## src/rtl/fpe_pkg.sv

```systemverilog
package fpe_pkg;

  typedef enum logic [1:0] {
    ST_IDLE  = 2'd0,
    ST_CHECK = 2'd1,
    ST_RUN   = 2'd2
  } fpe_state_e;

  typedef struct packed {
    logic seq;
    logic par;
    logic aln;
    logic wpr;
  } fpe_fault_t;

  // status bit positions
  localparam int STAT_EOP   = 0;
  localparam int STAT_OPERR = 1;
  localparam int STAT_WPR   = 4;
  localparam int STAT_ALN   = 5;
  localparam int STAT_PAR   = 6;
  localparam int STAT_SEQ   = 7;
  localparam int STAT_BUSY  = 16;

  localparam int ROW_AW = 4;  // 128-bit row = 16 bytes

  // byte count of an access size code
  function automatic logic [ROW_AW:0] size_bytes(input logic [1:0] sz);
    return (ROW_AW+1)'(1) << sz;
  endfunction

  // access spills past the end of its row
  function automatic logic crosses_row(input logic [ROW_AW-1:0] off,
                                       input logic [1:0] sz);
    return ({1'b0, off} + size_bytes(sz)) > (ROW_AW+1)'(1 << ROW_AW);
  endfunction

endpackage

```

## src/rtl/fpe_op_seq.sv

```systemverilog
module fpe_op_seq
  import fpe_pkg::*;
#(
  parameter int ADDR_W    = 18,
  parameter int DATA_W    = 64,
  parameter int OP_CYCLES = 6,
  localparam int CNT_W    = $clog2(OP_CYCLES + 1)
) (
  input  logic              clk,
  input  logic              rst_n,
  input  logic              wr_valid,
  output logic              wr_ready,
  input  logic [ADDR_W-1:0] wr_addr,
  input  logic [1:0]        wr_size,
  input  logic [DATA_W-1:0] wr_data,
  input  logic [1:0]        cfg_psize,
  input  logic              cfg_prog_en,
  input  logic              cfg_erase_en,
  input  logic              any_fault,
  output logic [ADDR_W-1:0] hold_addr,
  output logic [1:0]        hold_size,
  output logic [1:0]        hold_psize,
  output logic              hold_prog,
  output logic              hold_erase,
  output logic              chk_fire,
  output logic              op_done,
  output logic              busy,
  output logic              arr_wr_valid,
  output logic [DATA_W-1:0] arr_wr_data
);

  fpe_state_e       state_q;
  logic [CNT_W-1:0] cnt_q;
  logic             fwd_q;
  logic             accept;

  assign accept   = wr_valid & wr_ready;
  assign wr_ready = (state_q == ST_IDLE);
  assign busy     = (state_q != ST_IDLE);
  assign chk_fire = (state_q == ST_CHECK);
  assign op_done  = (state_q == ST_RUN) && (cnt_q == CNT_W'(1));
  assign arr_wr_valid = fwd_q;

  always_ff @(posedge clk or negedge rst_n) begin
    if (!rst_n) begin
      state_q     <= ST_IDLE;
      cnt_q       <= '0;
      fwd_q       <= 1'b0;
      hold_addr   <= '0;
      hold_size   <= '0;
      hold_psize  <= '0;
      hold_prog   <= 1'b0;
      hold_erase  <= 1'b0;
      arr_wr_data <= '0;
    end else begin
      fwd_q <= 1'b0;
      case (state_q)
        ST_IDLE: begin
          if (accept) begin
            state_q     <= ST_CHECK;
            hold_addr   <= wr_addr;
            hold_size   <= wr_size;
            hold_psize  <= cfg_psize;
            hold_prog   <= cfg_prog_en;
            hold_erase  <= cfg_erase_en;
            arr_wr_data <= wr_data;
          end
        end
        ST_CHECK: begin
          if (any_fault) begin
            state_q <= ST_IDLE;
          end else begin
            state_q <= ST_RUN;
            cnt_q   <= CNT_W'(OP_CYCLES);
            fwd_q   <= 1'b1;
          end
        end
        ST_RUN: begin
          cnt_q <= cnt_q - CNT_W'(1);
          if (cnt_q == CNT_W'(1)) state_q <= ST_IDLE;
        end
        default: state_q <= ST_IDLE;
      endcase
    end
  end

  a_r3_busy_after_accept: assert property (@(posedge clk) disable iff (!rst_n)
    accept |=> busy);

  a_r3_busy_holds: assert property (@(posedge clk) disable iff (!rst_n)
    (busy && !op_done && !(chk_fire && any_fault)) |=> busy);

  a_r9_forward_clean: assert property (@(posedge clk) disable iff (!rst_n)
    (chk_fire && !any_fault) |=> arr_wr_valid);

  a_r8_drop_faulty: assert property (@(posedge clk) disable iff (!rst_n)
    (chk_fire && any_fault) |=> (!arr_wr_valid && !busy));

endmodule

```

## config.mk

```make
export PLATFORM = sky130hd
export DESIGN_NAME = fpe_op_seq
export DESIGN_NICKNAME = d
export VERILOG_FILES = /design/src/rtl/fpe_pkg.sv /design/src/rtl/fpe_op_seq.sv
export SDC_FILE = /design/constraint.sdc
export NUM_CORES = 1
export LEC_CHECK = 0
export ABC_AREA = 1
export BUFFER_PORTS_ARGS = -buffer_cell sky130_fd_sc_hd__clkbuf_2
export CAP_MARGIN = 20
export CORE_ASPECT_RATIO = 1.75
export CORE_MARGIN = 2
export CORE_UTILIZATION = 41
export DETAILED_ROUTE_END_ITERATION = 8
export PLACE_DENSITY = 0.76
export SLEW_MARGIN = 10
export SYNTH_ARGS = -nofsm -noshare
export SYNTH_HDL_FRONTEND = slang
export SYNTH_SLANG_ARGS = --single-unit
```

## constraint.sdc

```tcl
create_clock -name clk -period 1.15 [get_ports clk]
set_input_delay 0.115 -clock clk [delete_from_list [all_inputs] [get_ports clk]]
set_output_delay 0.115 -clock clk [all_outputs]
set_load 0.05 [all_outputs]
```

== Word-level counts from Yosys, hierarchy flattened ==
Index checks and enable logic that the tools add are counted.
W data, S select, Z words.
Storage, ports and cells
  register bits: 94
  bits of input ports: 92
  word-level logic and storage cells: 32
Operators by class
  add/subtract/negate cells: 1
  equality and inequality tests: 6
  muxes and demuxes: 8
  bitwise gates (word level): 1
  reduce and logical (&&, ||, !) cells: 7
Operator list (count)
  $mux W2: 3
  $pmux W2 S3: 1
  $pmux W3 S2: 1
  $reduce_and A2 Y1: 3
  $ne A2 B1 Y1 const B: 2
  $reduce_bool A2 Y1: 2
  $eq A3 B1 Y1 const B: 1
  $mux W3: 1
  $sub A3 B1 Y3 const B: 1
  $eq A2 B1 Y1 const B: 1
  $eq A2 B2 Y1 const B: 1
  $logic_not A2 Y1: 1
  $mux W1: 2
  $ne A2 B2 Y1 const B: 1
  $and A1 B1 Y1: 1
  $logic_and A1 B1 Y1: 1

== Longest topological paths before layout ==
  word-level depth: 4
  depth in mapped cells: 7
  depth with buffers taken out: 5

== Worst setup path after synthesis ==
OpenSTA, ideal clock, no wires.
  path kind: flip-flop to flip-flop
  start point: register state_q[1]
  end point: register arr_wr_data[30]
  arrival: 1.344 ns
  setup slack: -0.311 ns
  stages on the path, launching flop included: 7
  clock period less this slack: 1.461 ns
  cell sequence: dfrtp_1 -> nor2_4 -> nand2_2 -> buf_4 -> buf_4 -> nand2_1 -> nand2_1
On the way
  cells in the longest elaborated chain, start to end: 3
RTL lines
  start, declared: RTL line fpe_op_seq.sv:32  | fpe_state_e state_q;
  start signal, assigned: RTL line fpe_op_seq.sv:46  | state_q <= ST_IDLE;
  start signal, assigned: RTL line fpe_op_seq.sv:60  | state_q <= ST_CHECK;
  start signal, assigned: RTL line fpe_op_seq.sv:71  | state_q <= ST_IDLE;
  $logic_not A2 Y1 *: RTL line fpe_op_seq.sv:38  | assign wr_ready = (state_q == ST_IDLE);
  named net wr_ready: RTL line fpe_op_seq.sv:12  | output logic wr_ready,
  $and A1 B1 Y1: RTL line fpe_op_seq.sv:37  | assign accept = wr_valid & wr_ready;
  $reduce_and A2 Y1 (no source line) *
  end signal, assigned: RTL line fpe_op_seq.sv:66  | arr_wr_data <= wr_data;
  end, declared: RTL line fpe_op_seq.sv:29  | output logic [DATA_W-1:0] arr_wr_data
The timed path passes the listed nets; every way through them passes the cells marked *.
A chain may end at the register's enable or synchronous reset.

== Final worst setup path ==
  start point: register state_q[0]
  end point: output port chk_fire
On the way
  cells in the longest elaborated chain, start to end: 1
RTL lines
  $eq A2 B1 Y1: RTL line fpe_op_seq.sv:40  | assign chk_fire = (state_q == ST_CHECK);
  end, declared: RTL line fpe_op_seq.sv:25  | output logic chk_fire,
Every way passes these cells.

==> flow_summary.toml <==
[outcome]
status = "complete, but fails checks"
violations = "setup timing"

[routing]
initialDrtViolationCount = 352
routed_wl_um = 18400
route.vias.total = 4403
drt_pre_antenna_iters = 4
vias_per_cell = 5.20
antenna_left = 0
wl_per_cell_um = 21.7
drc = 0

[timing]
rsz0062_at_grt = "true"
maxSlewViolCount = 0
maxSlewHeadroom = 0.754
fin_crit_ps = 1390
worst_slack_ps = -244
whs_ps = 29.7
hold_viol_final = 0
max_slew.worst_pin.slew_ps = 371
setup_viol = 102
skew_ps = 4.17
fmax_mhz = 717
fin_crit_sh = 1.21

[pwr]
power.total_mw = 25.2
p_leak_nw = 4.18
pwr_density_cell_mw_per_mm2 = 3320
vdd_drop_max_mv = 2.21

[critical_path]
cpMostUsedCell = "buf_6"
critPathLaunchType = "flop"
startpoint = "state_q[0]"
end_kind = "primary output"
cpLargestDelayFamily = "buffers and inverters"
cp_cell_sequence = "buf_6, inv_4, buf_6, nor2_4, buf_12"
arrival_ps = 1280
reg2reg_slack_ps = -220
worstPathRequired_ps = 1030
r2r-start = "state_q[0]"
critPathMaxFanout = 2
cp_num_buf_inv = 4
crit_type = "reg2out"
crit_slowest_cell = "dfrtp_1"
critPathMaxStageDelay_ps = 400

[floorplan]
ioPinCount = 185
core_area_mm2 = 0.00861
start_util = 0.419
rows = 45
die_w_um = 75.0
die_area_mm2 = 0.00961
die_h_um = 128

[synthesis]
yosys.area.top_type_share = 0.651
synthCells = 409
ys_types = 12
async_flop_share = 1.00
yosys-top-cells-area = "dfrtp_1, nand2_1, buf_2"
netlist.top_cell.by_area = "dfrtp_1"
syn_nets = 503
synth-seq-cells = 94
ys.flop_type = "dfrtp_1"
syn_area_per_cell_um2 = 8.83
netlist_area_mm2 = 0.00361
synth-seq-area-share = 0.651
synth_edf_count = 0
ys_warn_count = 0
yosys-top-cells-count = "nand2_1, dfrtp_1, buf_2"
synth_most_common_cell = "nand2_1"

[clock_network]
cts.clk_slew.worst_paths_ps = 70
cts.path.max_buffers = 2
cts.sinks = 94
clock-root-buffer = "clkbuf_16"
cts_made_buffers = 9
cts_tree = "built"
htreeDepth = 3
clk_latency_ps = 340

[finish]
filler_cell_count = 376
ff_latch_area_mm2 = 0.00235
multiInputGateArea_mm2 = 0.00201
layout-drive-gt1-share = 0.606
fin_nets = 818
area_growth_pct = 110
fin_util = 0.881

[grt]
grt_pass1_vias = 3943
antenna_found_initial = 1
overflow = 0
grt.total_usage = 0.246
grt_max_degree = 67
grt_pass1_wl_um = 17800

[placed_design]
dp_hpwl_um = 6790
dp_slack_ps = 17.3
routabilityCongestion = 0.837
port_buffers = 184

[min_path]
hold_start = "wr_data[25]"
hold_class = "in2reg"

[run]
maxCapViolations = 0
per-layer routing:
layer	GRT usage	part of all wire	vias to the layer above	wire length, um
li1	-	-	1869	-
met1	0.254	0.32	2157	5870
met2	0.436	0.55	282	10100
met3	0.0511	0.068	95	1250
met4	0.149	0.063	0	1170
met5	0	0	-	0
kinds of logic after synthesis:
logic type / Yosys count / synth area share
fa+ha+maj: 2 / 0.00693
simple gates: 286 / 0.302
flops: 94 / 0.651
buf+inv: 27 / 0.0398
flip-flops by register name, summed over array words and instances, names as in the netlist:
signal,count
hold_prog,1
hold_psize,2
arr_wr_valid,1
state_q,2
hold_size,2
hold_addr,18
cnt_q,3
arr_wr_data,64
hold_erase,1
where the power goes:
group	switching [mW]	internal [mW]	total (mW)	leakage, nW
logic	10.9	4.97	15.9	2.88
clock network	1.32	1.54	2.86	0.140
registers	1.46	4.99	6.44	1.16
tightest hold or removal path, cell delays in order:
cell      delay [ps]
clkbuf_2         120
nand2_4           50
nand2_2           50
cell type report:
type,count,area share
flip-flops and latches,94,0.310
well taps,117,0.0193
repair inverters,2,0.00429
clock buffers,10,0.0315
clock inverters,6,0.00577
multi-input cells,290,0.265
repair buffers,318,0.356
inverters,9,0.00742
diodes,1,0.000330
timing repair:
action | 4_1_cts | 5_1_grt
resized for setup | 20 | 325
gates cloned | 0 | 26
hold buffers | 87 | 1
setup buffers | 5 | 7
pin swaps | 3 | 79
endpoints found under the setup margin | 5 | 97
endpoints found under the hold margin | 180 | 1
final timing paths:
check | end | cells past startpoint
max | chk_fire | 5
min | arr_wr_data[25] | 3
max reg2reg | arr_wr_data[35] | 7
min reg2reg | arr_wr_data[59] | 2
max in group asynchronous | arr_wr_data[51] | 3
min in group asynchronous | arr_wr_data[0] | 2
layout by cell type, fill, tap and decap left out, drive strengths merged:
cell,synthesis,layout
diode,0,1
ha,2,2
buf,18,46
nand3,6,6
clkinv,0,4
clkinvlp,0,2
dlygate4sd3,0,88
nand2,276,278
nor2,4,4
clkbuf,0,194
inv,9,11
dfrtp,94,94
through the flow:
stage / area [um^2] / instances / setup TNS [ps]
floorplan: 3650 / 409 / -14440
global route: 7590 / 847 / -20770
CTS: 6080 / 814 / -5490
detailed placement: 4810 / 706 / 0
global placement: 4810 / 706 / 0
finish: 7590 / 847 / -15550
Note: power is estimated with default switching activity, not from simulation.
